## src/rtl/twi_pkg.sv

```systemverilog
package twi_pkg;
  typedef enum logic [2:0] {
    ST_IDLE,
    ST_RX,
    ST_RX_ACK,
    ST_TX,
    ST_TX_ACK
  } twi_state_e;

  typedef enum logic [1:0] {
    K_ADDR,
    K_PTR,
    K_DATA
  } twi_kind_e;
endpackage

```

## src/rtl/twi_sync.sv

```systemverilog
module twi_sync #(
  parameter int STAGES = 2,
  parameter int WIDTH  = 2
) (
  input  logic             clk_i,
  input  logic             rst_ni,
  input  logic [WIDTH-1:0] d_i,
  output logic [WIDTH-1:0] q_o
);
  for (genvar g = 0; g < WIDTH; g++) begin : g_line
    logic [STAGES-1:0] chain_q;
    always_ff @(posedge clk_i or negedge rst_ni) begin
      if (!rst_ni) chain_q <= '1;
      else         chain_q <= {chain_q[STAGES-2:0], d_i[g]};
    end
    assign q_o[g] = chain_q[STAGES-1];
  end
endmodule

```

## src/rtl/twi_cond.sv

```systemverilog
module twi_cond (
  input  logic clk_i,
  input  logic rst_ni,
  input  logic scl_i,
  input  logic sda_i,
  output logic start_o,
  output logic stop_o,
  output logic scl_rise_o,
  output logic scl_fall_o
);
  logic scl_q, sda_q;

  always_ff @(posedge clk_i or negedge rst_ni) begin
    if (!rst_ni) begin
      scl_q <= 1'b1;
      sda_q <= 1'b1;
    end else begin
      scl_q <= scl_i;
      sda_q <= sda_i;
    end
  end

  assign start_o    = scl_i & scl_q & sda_q & ~sda_i;
  assign stop_o     = scl_i & scl_q & ~sda_q & sda_i;
  assign scl_rise_o = scl_i & ~scl_q;
  assign scl_fall_o = ~scl_i & scl_q;
endmodule

```

## src/rtl/twi_word_port.sv

```systemverilog
module twi_word_port #(
  parameter int AW = 8,
  parameter int DW = 16
) (
  input  logic          clk_i,
  input  logic          rst_ni,
  input  logic          load_ptr_i,
  input  logic [AW-1:0] ptr_i,
  input  logic          wr_byte_i,
  input  logic [7:0]    byte_i,
  input  logic          rd_byte_i,
  input  logic          rd_first_i,
  output logic [7:0]    tx_byte_o,
  output logic [AW-1:0] reg_addr_o,
  output logic [DW-1:0] reg_wdata_o,
  output logic          reg_we_o,
  input  logic [DW-1:0] reg_rdata_i
);
  localparam int HW = DW / 2;

  logic [AW-1:0] ptr_q, waddr_q;
  logic [HW-1:0] stage_q;
  logic [DW-1:0] word_q, wdata_q;
  logic          upper_q, we_q;
  logic          upper_sel;

  assign upper_sel = rd_first_i | upper_q;
  assign tx_byte_o = upper_sel ? reg_rdata_i[DW-1:HW] : word_q[HW-1:0];

  always_ff @(posedge clk_i or negedge rst_ni) begin
    if (!rst_ni) begin
      ptr_q   <= '0;
      waddr_q <= '0;
      stage_q <= '0;
      word_q  <= '0;
      wdata_q <= '0;
      upper_q <= 1'b1;
      we_q    <= 1'b0;
    end else begin
      we_q <= 1'b0;
      if (load_ptr_i) begin
        ptr_q   <= ptr_i;
        upper_q <= 1'b1;
      end else if (wr_byte_i) begin
        if (upper_q) begin
          stage_q <= byte_i;
          upper_q <= 1'b0;
        end else begin
          we_q    <= 1'b1;
          waddr_q <= ptr_q;
          wdata_q <= {stage_q, byte_i};
          ptr_q   <= ptr_q + AW'(1);
          upper_q <= 1'b1;
        end
      end else if (rd_byte_i) begin
        if (upper_sel) begin
          word_q  <= reg_rdata_i;
          upper_q <= 1'b0;
        end else begin
          ptr_q   <= ptr_q + AW'(1);
          upper_q <= 1'b1;
        end
      end
    end
  end

  assign reg_we_o    = we_q;
  assign reg_wdata_o = wdata_q;
  assign reg_addr_o  = we_q ? waddr_q : ptr_q;

  AST_WE_ONE_CYCLE: assert property (@(posedge clk_i) disable iff (!rst_ni)
    reg_we_o |=> !reg_we_o);
  AST_PTR_AFTER_WORD: assert property (@(posedge clk_i) disable iff (!rst_ni)
    reg_we_o |-> (ptr_q == reg_addr_o + AW'(1)));
endmodule

```

## src/rtl/twi_word_slave.sv

```systemverilog
module twi_word_slave
  import twi_pkg::*;
#(
  parameter logic [6:0] DEV_ADDR    = 7'b1011100,
  parameter int         SYNC_STAGES = 2,
  parameter int         AW          = 8,
  parameter int         DW          = 16
) (
  input  logic          clk_i,
  input  logic          rst_ni,
  input  logic          scl_i,
  input  logic          sda_i,
  output logic          sda_oe_o,
  output logic [AW-1:0] reg_addr_o,
  output logic [DW-1:0] reg_wdata_o,
  output logic          reg_we_o,
  input  logic [DW-1:0] reg_rdata_i
);
  localparam int BITS = 8;
  localparam int CW   = $clog2(BITS + 1);

  logic [1:0] sync_q;
  logic       scl_s, sda_s;
  logic       start_det, stop_det, scl_rise, scl_fall;

  twi_sync #(.STAGES(SYNC_STAGES), .WIDTH(2)) u_sync (
    .clk_i (clk_i),
    .rst_ni(rst_ni),
    .d_i   ({scl_i, sda_i}),
    .q_o   (sync_q)
  );
  assign scl_s = sync_q[1];
  assign sda_s = sync_q[0];

  twi_cond u_cond (
    .clk_i     (clk_i),
    .rst_ni    (rst_ni),
    .scl_i     (scl_s),
    .sda_i     (sda_s),
    .start_o   (start_det),
    .stop_o    (stop_det),
    .scl_rise_o(scl_rise),
    .scl_fall_o(scl_fall)
  );

  twi_state_e      state_q;
  twi_kind_e       kind_q;
  logic [CW-1:0]   cnt_q;
  logic [BITS-1:0] rx_q, tx_q;
  logic            rw_q, ack_q;

  logic       byte_done, load_ptr, wr_byte, rd_first, rd_byte;
  logic [7:0] tx_byte;

  assign byte_done = (state_q == ST_RX) && scl_fall && (cnt_q == CW'(BITS));
  assign load_ptr  = byte_done && (kind_q == K_PTR);
  assign wr_byte   = byte_done && (kind_q == K_DATA);
  assign rd_first  = (state_q == ST_RX_ACK) && scl_fall && (kind_q == K_ADDR) && rw_q;
  assign rd_byte   = rd_first || ((state_q == ST_TX_ACK) && scl_fall && ack_q);

  twi_word_port #(.AW(AW), .DW(DW)) u_port (
    .clk_i      (clk_i),
    .rst_ni     (rst_ni),
    .load_ptr_i (load_ptr),
    .ptr_i      (rx_q[AW-1:0]),
    .wr_byte_i  (wr_byte),
    .byte_i     (rx_q),
    .rd_byte_i  (rd_byte),
    .rd_first_i (rd_first),
    .tx_byte_o  (tx_byte),
    .reg_addr_o (reg_addr_o),
    .reg_wdata_o(reg_wdata_o),
    .reg_we_o   (reg_we_o),
    .reg_rdata_i(reg_rdata_i)
  );

  always_ff @(posedge clk_i or negedge rst_ni) begin
    if (!rst_ni) begin
      state_q <= ST_IDLE;
      kind_q  <= K_ADDR;
      cnt_q   <= '0;
      rx_q    <= '0;
      tx_q    <= '1;
      rw_q    <= 1'b0;
      ack_q   <= 1'b0;
    end else if (start_det) begin
      state_q <= ST_RX;
      kind_q  <= K_ADDR;
      cnt_q   <= '0;
    end else if (stop_det) begin
      state_q <= ST_IDLE;
    end else begin
      unique case (state_q)
        ST_RX: begin
          if (scl_rise) begin
            rx_q  <= {rx_q[BITS-2:0], sda_s};
            cnt_q <= cnt_q + CW'(1);
          end else if (byte_done) begin
            cnt_q <= '0;
            if (kind_q == K_ADDR) begin
              if (rx_q[7:1] == DEV_ADDR) begin
                rw_q    <= rx_q[0];
                state_q <= ST_RX_ACK;
              end else begin
                state_q <= ST_IDLE;
              end
            end else begin
              state_q <= ST_RX_ACK;
            end
          end
        end
        ST_RX_ACK: begin
          if (scl_fall) begin
            cnt_q <= '0;
            if (rd_first) begin
              tx_q    <= tx_byte;
              state_q <= ST_TX;
            end else begin
              kind_q  <= (kind_q == K_ADDR) ? K_PTR : K_DATA;
              state_q <= ST_RX;
            end
          end
        end
        ST_TX: begin
          if (scl_fall) begin
            if (cnt_q == CW'(BITS - 1)) begin
              cnt_q   <= '0;
              state_q <= ST_TX_ACK;
            end else begin
              tx_q  <= {tx_q[BITS-2:0], 1'b1};
              cnt_q <= cnt_q + CW'(1);
            end
          end
        end
        ST_TX_ACK: begin
          if (scl_rise) begin
            ack_q <= ~sda_s;
          end else if (scl_fall) begin
            if (ack_q) begin
              tx_q    <= tx_byte;
              state_q <= ST_TX;
            end else begin
              state_q <= ST_IDLE;
            end
          end
        end
        default: ;
      endcase
    end
  end

  assign sda_oe_o = (state_q == ST_RX_ACK) || ((state_q == ST_TX) && !tx_q[BITS-1]);

  AST_OE_STEADY_SCL_HIGH: assert property (@(posedge clk_i) disable iff (!rst_ni)
    (scl_s && $past(scl_s)) |-> $stable(sda_oe_o));
  AST_STOP_RELEASES: assert property (@(posedge clk_i) disable iff (!rst_ni)
    stop_det |=> !sda_oe_o);
  AST_NACK_RELEASES: assert property (@(posedge clk_i) disable iff (!rst_ni)
    ((state_q == ST_TX_ACK) && scl_fall && !ack_q && !start_det && !stop_det) |=> !sda_oe_o);
  AST_FOREIGN_NO_ACK: assert property (@(posedge clk_i) disable iff (!rst_ni)
    (byte_done && (kind_q == K_ADDR) && (rx_q[7:1] != DEV_ADDR)) |=> !sda_oe_o);
endmodule

```

## config.mk

```make
export PLATFORM = sky130hd
export DESIGN_NAME = twi_word_slave
export DESIGN_NICKNAME = d
export VERILOG_FILES = /design/src/rtl/twi_pkg.sv /design/src/rtl/twi_sync.sv /design/src/rtl/twi_cond.sv /design/src/rtl/twi_word_port.sv /design/src/rtl/twi_word_slave.sv
export SDC_FILE = /design/constraint.sdc
export NUM_CORES = 1
export LEC_CHECK = 0
export ABC_AREA = 1
export BUFFER_PORTS_ARGS = -buffer_cell sky130_fd_sc_hd__buf_2
export CORE_UTILIZATION = 55
export CTS_CLUSTER_DIAMETER = 60
export DETAILED_ROUTE_END_ITERATION = 10
export PLACE_DENSITY = 0.75
export RECOVER_POWER = 100
export SYNTH_ARGS = -nofsm -noshare
export SYNTH_HDL_FRONTEND = slang
export SYNTH_HIERARCHICAL = 1
export SYNTH_SLANG_ARGS = --single-unit
```

## constraint.sdc

```tcl
create_clock -name clk_i -period 5.35 [get_ports clk_i]
set_clock_uncertainty 0.1 [all_clocks]
set_input_delay 1.07 -clock clk_i [delete_from_list [all_inputs] [get_ports clk_i]]
set_output_delay 1.07 -clock clk_i [all_outputs]
set_load 0.005 [all_outputs]
```

==> results.cfg, run 1 <==
[yosys]
synth_edf_count = 0
ys.flop_type = dfrtp_1
yosys.area_share.simple_pct = 26.46
synth_most_common_cell = nand2_1
syn_inst = 514
synthesis.area_um2 = 4342
synth_compound_area_share_pct = 12.51
synth_fa_ha_area_share_pct = 0.8646
syn_avg_cell_area_um2 = 8.447
synth_xor_area_share_pct = 0.2017
synth_cell_types = 36
async_reset_ff_share_pct = 100.0
synth_area_leader_cell = dfrtp_1
synth_seq_cells = 83
yosysSeqAreaShare_pct = 48.27
synth_top_family_by_area = simple AND/OR/NAND/NOR gates
syn-num-nets = 537
synth_common_cells = nand2_1 (166), dfrtp_1 (68), inv_1 (51), o21ai_2 (34), nor2_1 (32)
synthTopCellsByArea = dfrtp_1 (39%), nand2_1 (14%), dfstp_2 (9.1%), o21ai_2 (6.9%), inv_1 (4.4%)
synth_top_area_share_pct = 39.19
yosys_warnings = 6
yosys-mux-area-fraction_pct = 2.622

[timing]
rsz0062_at_grt = false
slew_headroom_pct = -36.29
fmax_mhz = 275.9
post-route-period-util_pct = 67.74
setup_violations = 0
finalHoldViolations = 0
final.min_clock_period_ns = 3.624
layout_setup_ws_ns = 1.726
slew_viol_final = 84
whs_ns = 0.2603
finalSetupTns_ns = 0
worstMarginPinSlew_ns = 2.044

[critical_path]
path_cells = inv_1 -> nor2_1 -> nand4_1 -> nor2_1 -> inv_1 -> nor3_1 -> nand3_1 -> nand3_1 -> nor2_1 -> nand2_1 -> nand2_1
end_kind = flip-flop
start_kind = flip-flop
cp.buffers_inverters = 2
arrival_ns = 3.78
crit_fanout = 17
critPathMaxStageDelay_ns = 0.63
slowest_stage = nand3_1
rr_worst_depth = 11
crit_cells = 11
cp_common_cell = nor2_1
cp.required_ns = 5.51
crit_type = flip-flop to flip-flop
crit_family = simple AND/OR/NAND/NOR gates

[die]
die-area_um2 = 8253
ioPinCount = 46
die_h_um = 90.85
die_w_um = 90.85
rows = 32
core_um2 = 7687
start_util_pct = 56.48

[routing]
wl_per_cell_um = 12.38
routed_wirelength_um = 8172
drc_errors = 0
met1Wirelength_um = 3876
vias = 3361
met2_length_um = 3869
dr.first_iter.drc_count = 172
ant_nets = 0
first_pass_iters = 4
routed_via_density = 5.092
maxUsedRoutingLayer = met4
wl_met3_um = 330

[cells_and_area]
drive_gt1_share_pct = 16.49
syn_to_final_growth_pct = 4.986
register_area_um2 = 2096
antenna_cells = 0
multi_input_area_um2 = 1698
stdcell_area_um2 = 4558
fillCellCount = 731
final_nets = 576

[clock_network]
clkSlewWorstSetupHoldPaths_ns = 0.09
hold_buffers = 0
worstSkewPairLatency_ns = 0.36
ctsHtreeMaxLevel = 3
ctsResizeCount = 0
cts_root_buf = clkbuf_8
clockBufferDepth = 2
clock_sink_count = 83
cts_tree = built
cts_buffers = 9
cts_setup_buffers = 0

[global_routing]
grt_pass1_vias = 3209
antenna_found_initial = 0
grt_use_total_pct = 21.60
grt_pass1_wl_um = 14390
grt_max_degree = 84
grt-ovfl-total = 0

[place]
portBuffers = 45
dp_slack_ns = 2.328
dpl_cell_area_um2 = 4538
place_hpwl_um = 5712
routabilityCongestion = 0.9013

[run]
drv_cap = 1

[min_path]
hold_class = flip-flop to flip-flop
whs_path_depth = 0

[power]
leakagePower_nw = 2.367
vdd_drop_max_mv = 0.1686
p_per_area_nw_per_um2 = 268.2

[outcome]
violations = capacitance limit, slew limit
status = complete, but fails checks
[logic make-up after synthesis]
family / after synthesis
flops: 83
xor+xnor: 1
compound gates: 81
simple gates: 257
buf+inv: 78
mux: 11
fa+ha+maj: 3
[cell type report]
type                    count  area share (%)
well taps                 102           2.800
clock inverters             7           1.455
flip-flops and latches     83           45.98
multi-input cells         353           37.25
inverters                  60           4.996
repair buffers             46           4.804
clock buffers               9           2.718
[registers in the layout, summed over array words and instances, names as in the netlist]
name and count:
tx_q 8, u_port/word_q 8, u_port/reg_wdata_o 16, u_sync/g_line.chain_q 4
cnt_q 4, ack_q 1, kind_q 2, u_port/waddr_q 8
u_cond/scl_q 1, rx_q 8, u_cond/sda_q 1, u_port/upper_q 1
rw_q 1, u_port/ptr_q 8, state_q 3, u_port/reg_we_o 1
u_port/stage_q 8
[metal layers]
metal  vias up  global-route usage, %
met4         0                  6.349
met1      1565                  28.71
met2        74                  34.85
met5         -                      0
met3         9                  5.640
li1       1713                      -
[path summary, 6_finish.rpt]
path                                              from  slack [ns]                          end
min reg2reg                u_sync/g_line[0].chain_q[0]        0.26  u_sync/g_line[0].chain_q[1]
min in group asynchronous                       rst_ni        1.19            u_port/waddr_q[3]
max in group asynchronous                       rst_ni        2.78                   state_q[0]
max reg2reg                               u_cond/scl_q        1.73              u_port/ptr_q[6]
min                        u_sync/g_line[0].chain_q[0]        0.26  u_sync/g_line[0].chain_q[1]
max                                       u_cond/scl_q        1.73              u_port/ptr_q[6]
[metrics by stage]
step	util, %	cells	power [mW]
2_1_floorplan	-	514	0.7573
3_3_place_gp	59.03	644	0.7972
3_5_place_dp	59.03	644	0.8028
4_1_cts	61.51	660	1.244
5_1_grt	59.29	660	1.283
6_report	59.29	660	1.222
[power breakdown]
part | internal, mW | switching (mW)
Clock | 0.181 | 0.258
Combinational | 0.0313 | 0.0689
Sequential | 0.655 | 0.0281
[cell usage in the layout, fill, tap and decap left out]
master / Yosys / final
nor2_2: 4 / 2
clkbuf_2: 0 / 3
mux2_1: 3 / 3
a211oi_1: 1 / 1
dfstp_2: 15 / 12
ha_1: 3 / 3
nand3_1: 28 / 31
a21oi_1: 9 / 9
mux2i_1: 8 / 8
buf_2: 4 / 31
nand2_2: 8 / 3
dfrtp_1: 68 / 68
inv_6: 0 / 2
inv_8: 0 / 3
nor2_4: 2 / 1
clkinvlp_4: 0 / 2
nand2_4: 2 / 2
o21a_1: 1 / 1
nor2_1: 32 / 36
nand2_1: 166 / 171
nand4_1: 5 / 5
clkbuf_1: 1 / 11
buf_4: 2 / 1
a21oi_2: 1 / 1
o22ai_1: 1 / 1
clkinv_1: 1 / 1
nand3_4: 3 / 1
clkbuf_8: 0 / 9
o21ai_0: 26 / 51
inv_4: 1 / 1
inv_1: 51 / 54
or2_2: 1 / 1
o21ai_1: 8 / 5
dfstp_1: 0 / 3
xnor2_1: 1 / 1
inv_2: 7 / 4
o21ai_2: 34 / 12
nand3_2: 2 / 1
nor3_1: 3 / 3
Note: power is estimated with default switching activity, not from simulation.
==> run 2, diff against run 1 <==
--- a/config.mk
+++ b/config.mk
@@ -7,10 +7,10 @@
 export LEC_CHECK = 0
 export ABC_AREA = 1
 export BUFFER_PORTS_ARGS = -buffer_cell sky130_fd_sc_hd__buf_2
-export CORE_UTILIZATION = 55
+export CORE_UTILIZATION = 53
 export CTS_CLUSTER_DIAMETER = 60
 export DETAILED_ROUTE_END_ITERATION = 10
-export PLACE_DENSITY = 0.75
+export PLACE_DENSITY = 0.76
 export RECOVER_POWER = 100
 export SYNTH_ARGS = -nofsm -noshare
 export SYNTH_HDL_FRONTEND = slang
==> constraint.sdc (replaced) <==
create_clock -name clk_i -period 3.3 [get_ports clk_i]
set_clock_uncertainty 0.1 [all_clocks]
set_input_delay 0.66 -clock clk_i [delete_from_list [all_inputs] [get_ports clk_i]]
set_output_delay 0.66 -clock clk_i [all_outputs]
set_load 0.005 [all_outputs]
==> results.cfg, run 2 (same netlist as run 1, synthesis figures left out) <==
[outcome]
status = complete, but fails checks
violations = capacitance limit, slew limit

[cells_and_area]
layout_commonest_cell = nand2_1
mostFrequentLayoutCells = nand2_1 (171), dfrtp_1 (68), o21ai_0 (55)
drive_gt1_share_pct = 16.28
antenna_cells = 0
largest_reg_flops = 16
final_nets = 577
syn_to_final_growth_pct = 6.023
fin_cells = 661
fillCellCount = 756
finalCoreUtilization_pct = 58.96

[critical_path]
rr_worst_depth = 12
r2r_start = u_cond/scl_q
path_cells = inv_1 -> nor2_1 -> nand4_1 -> nor2_1 -> inv_1 -> nor3_1 -> clkbuf_1 -> nand2_4 -> nor2_8 -> inv_4 -> nand2_1 -> o21ai_0
start_kind = flip-flop
arrival_ns = 2.99
regToRegSetupSlack_ns = 0.44
cp.required_ns = 3.43
slowest_stage = dfstp_1
critPathMaxStageDelay_ns = 0.54
end_kind = flip-flop
crit_family = simple AND/OR/NAND/NOR gates
crit_fanout = 40
cp.buffers_inverters = 4
worstReg2RegEnd = u_port/waddr_q[1]
crit_type = flip-flop to flip-flop

[timing]
post-route-period-util_pct = 86.64
worstMarginPinSlew_ns = 2.006
slew_headroom_pct = -33.72
slew_viol_final = 84
final.min_clock_period_ns = 2.859
whs_ns = 0.2663
finalHoldViolations = 0
rsz0062_at_grt = false
finalSetupTns_ns = 0
fmax_mhz = 349.8
setup_violations = 0

[place]
portBuffers = 45
place_hpwl_um = 5881
routabilityCongestion = 0.8826
post-place-cells = 645

[min_path]
min_from = u_sync/g_line[1].chain_q[0]
hold_class = flip-flop to flip-flop
min_to = u_sync/g_line[1].chain_q[1]
whs_path_depth = 0

[global_routing]
grt_pass1_vias = 3146
grt_max_degree = 84
grt_pass1_wl_um = 14540
grt-ovfl-total = 0
grt_use_total_pct = 21.57
antenna_found_initial = 0

[clock_network]
cts_tree = built
cts_setup_buffers = 0
clockBufferDepth = 2
clkSlewWorstSetupHoldPaths_ns = 0.09
hold_buffers = 0
clock_sink_count = 83
cts_buffers = 9
worstSkewPairLatency_ns = 0.35
ctsHtreeMaxLevel = 3
ctsResizeCount = 0
cts_root_buf = clkbuf_8

[routing]
first_pass_iters = 4
routed_via_density = 5.132
dr.first_iter.drc_count = 200
drc_errors = 0
vias = 3392
wl_per_cell_um = 12.64
routed_wirelength_um = 8352
ant_nets = 0

[die]
rows = 32
die-area_um2 = 8558
die_h_um = 92.51
start_util_pct = 55.61
core_um2 = 7807
ioPinCount = 46
die_w_um = 92.51

[power]
leakagePower_nw = 2.381
switchingPower_uw = 536.1
p_comb_share_pct = 7.8
power_frac_seq_pct = 55.4
p_per_area_nw_per_um2 = 436.3
vdd_drop_max_mv = 0.2510
p_int_mw = 1.472
power.share.switching_pct = 26.69
power.share.clock_pct = 36.8
power_mw = 2.008

[run]
drv_cap = 1
## run 2: power groups by stage
stage	Clock (mW)	Sequential [mW]	Combinational (mW)
6_report	0.739	1.11	0.157
5_1_grt	0.804	1.12	0.188
4_1_cts	0.764	1.11	0.171
3_5_place_dp	0	1.13	0.168
3_3_place_gp	0	1.13	0.164
2_1_floorplan	0	1.11	0.118
## run 2: layout make-up
cell class              instances  area, µm²  share of cell area (%)
clock buffers                  10      127.6                   2.772
clock inverters                 6      72.57                   1.577
inverters                      60      227.7                   4.947
multi-input cells             353       1729                   37.56
flip-flops and latches         83       2096                   45.53
well taps                     102      127.6                   2.772
repair buffers                 47      222.7                   4.838
## run 2: worst max-delay path by stage
stage                                  to  cells after the start         start
floorplan           u_port/reg_wdata_o[4]                     12  u_cond/scl_q
global placement          u_port/ptr_q[5]                     13  u_cond/scl_q
detailed placement        u_port/ptr_q[2]                     11  u_cond/scl_q
CTS                       u_port/ptr_q[2]                     11  u_cond/scl_q
global route        u_port/reg_wdata_o[0]                     12  u_cond/scl_q
finish                  u_port/waddr_q[1]                     12  u_cond/scl_q
## run 2: worst reg2reg max path, stage by stage, from the launching register on
cell and delay, ns:
dfstp_1 0.54, inv_1 0.04, nor2_1 0.39, nand4_1 0.27, nor2_1 0.20, inv_1 0.07, nor3_1 0.13, clkbuf_1 0.33
nand2_4 0.11, nor2_8 0.18, inv_4 0.18, nand2_1 0.10, o21ai_0 0.09
## run 2: stage by stage
stage / setup WS (ns) / area (µm²)
floorplan: 0.6514 / 4342
global placement: 0.7626 / 4546
detailed placement: 0.5914 / 4546
CTS: 0.5073 / 4746
global route: 0.1524 / 4603
finish: 0.4408 / 4603
## run 2: layer usage
| metal | GRT usage [%] | share of wire (%) |
|---|---|---|
| met5 | 0 | 0 |
| met4 | 5.469 | 0.68 |
| met3 | 5.419 | 4.0 |
| met1 | 28.37 | 47 |
| met2 | 35.68 | 49 |
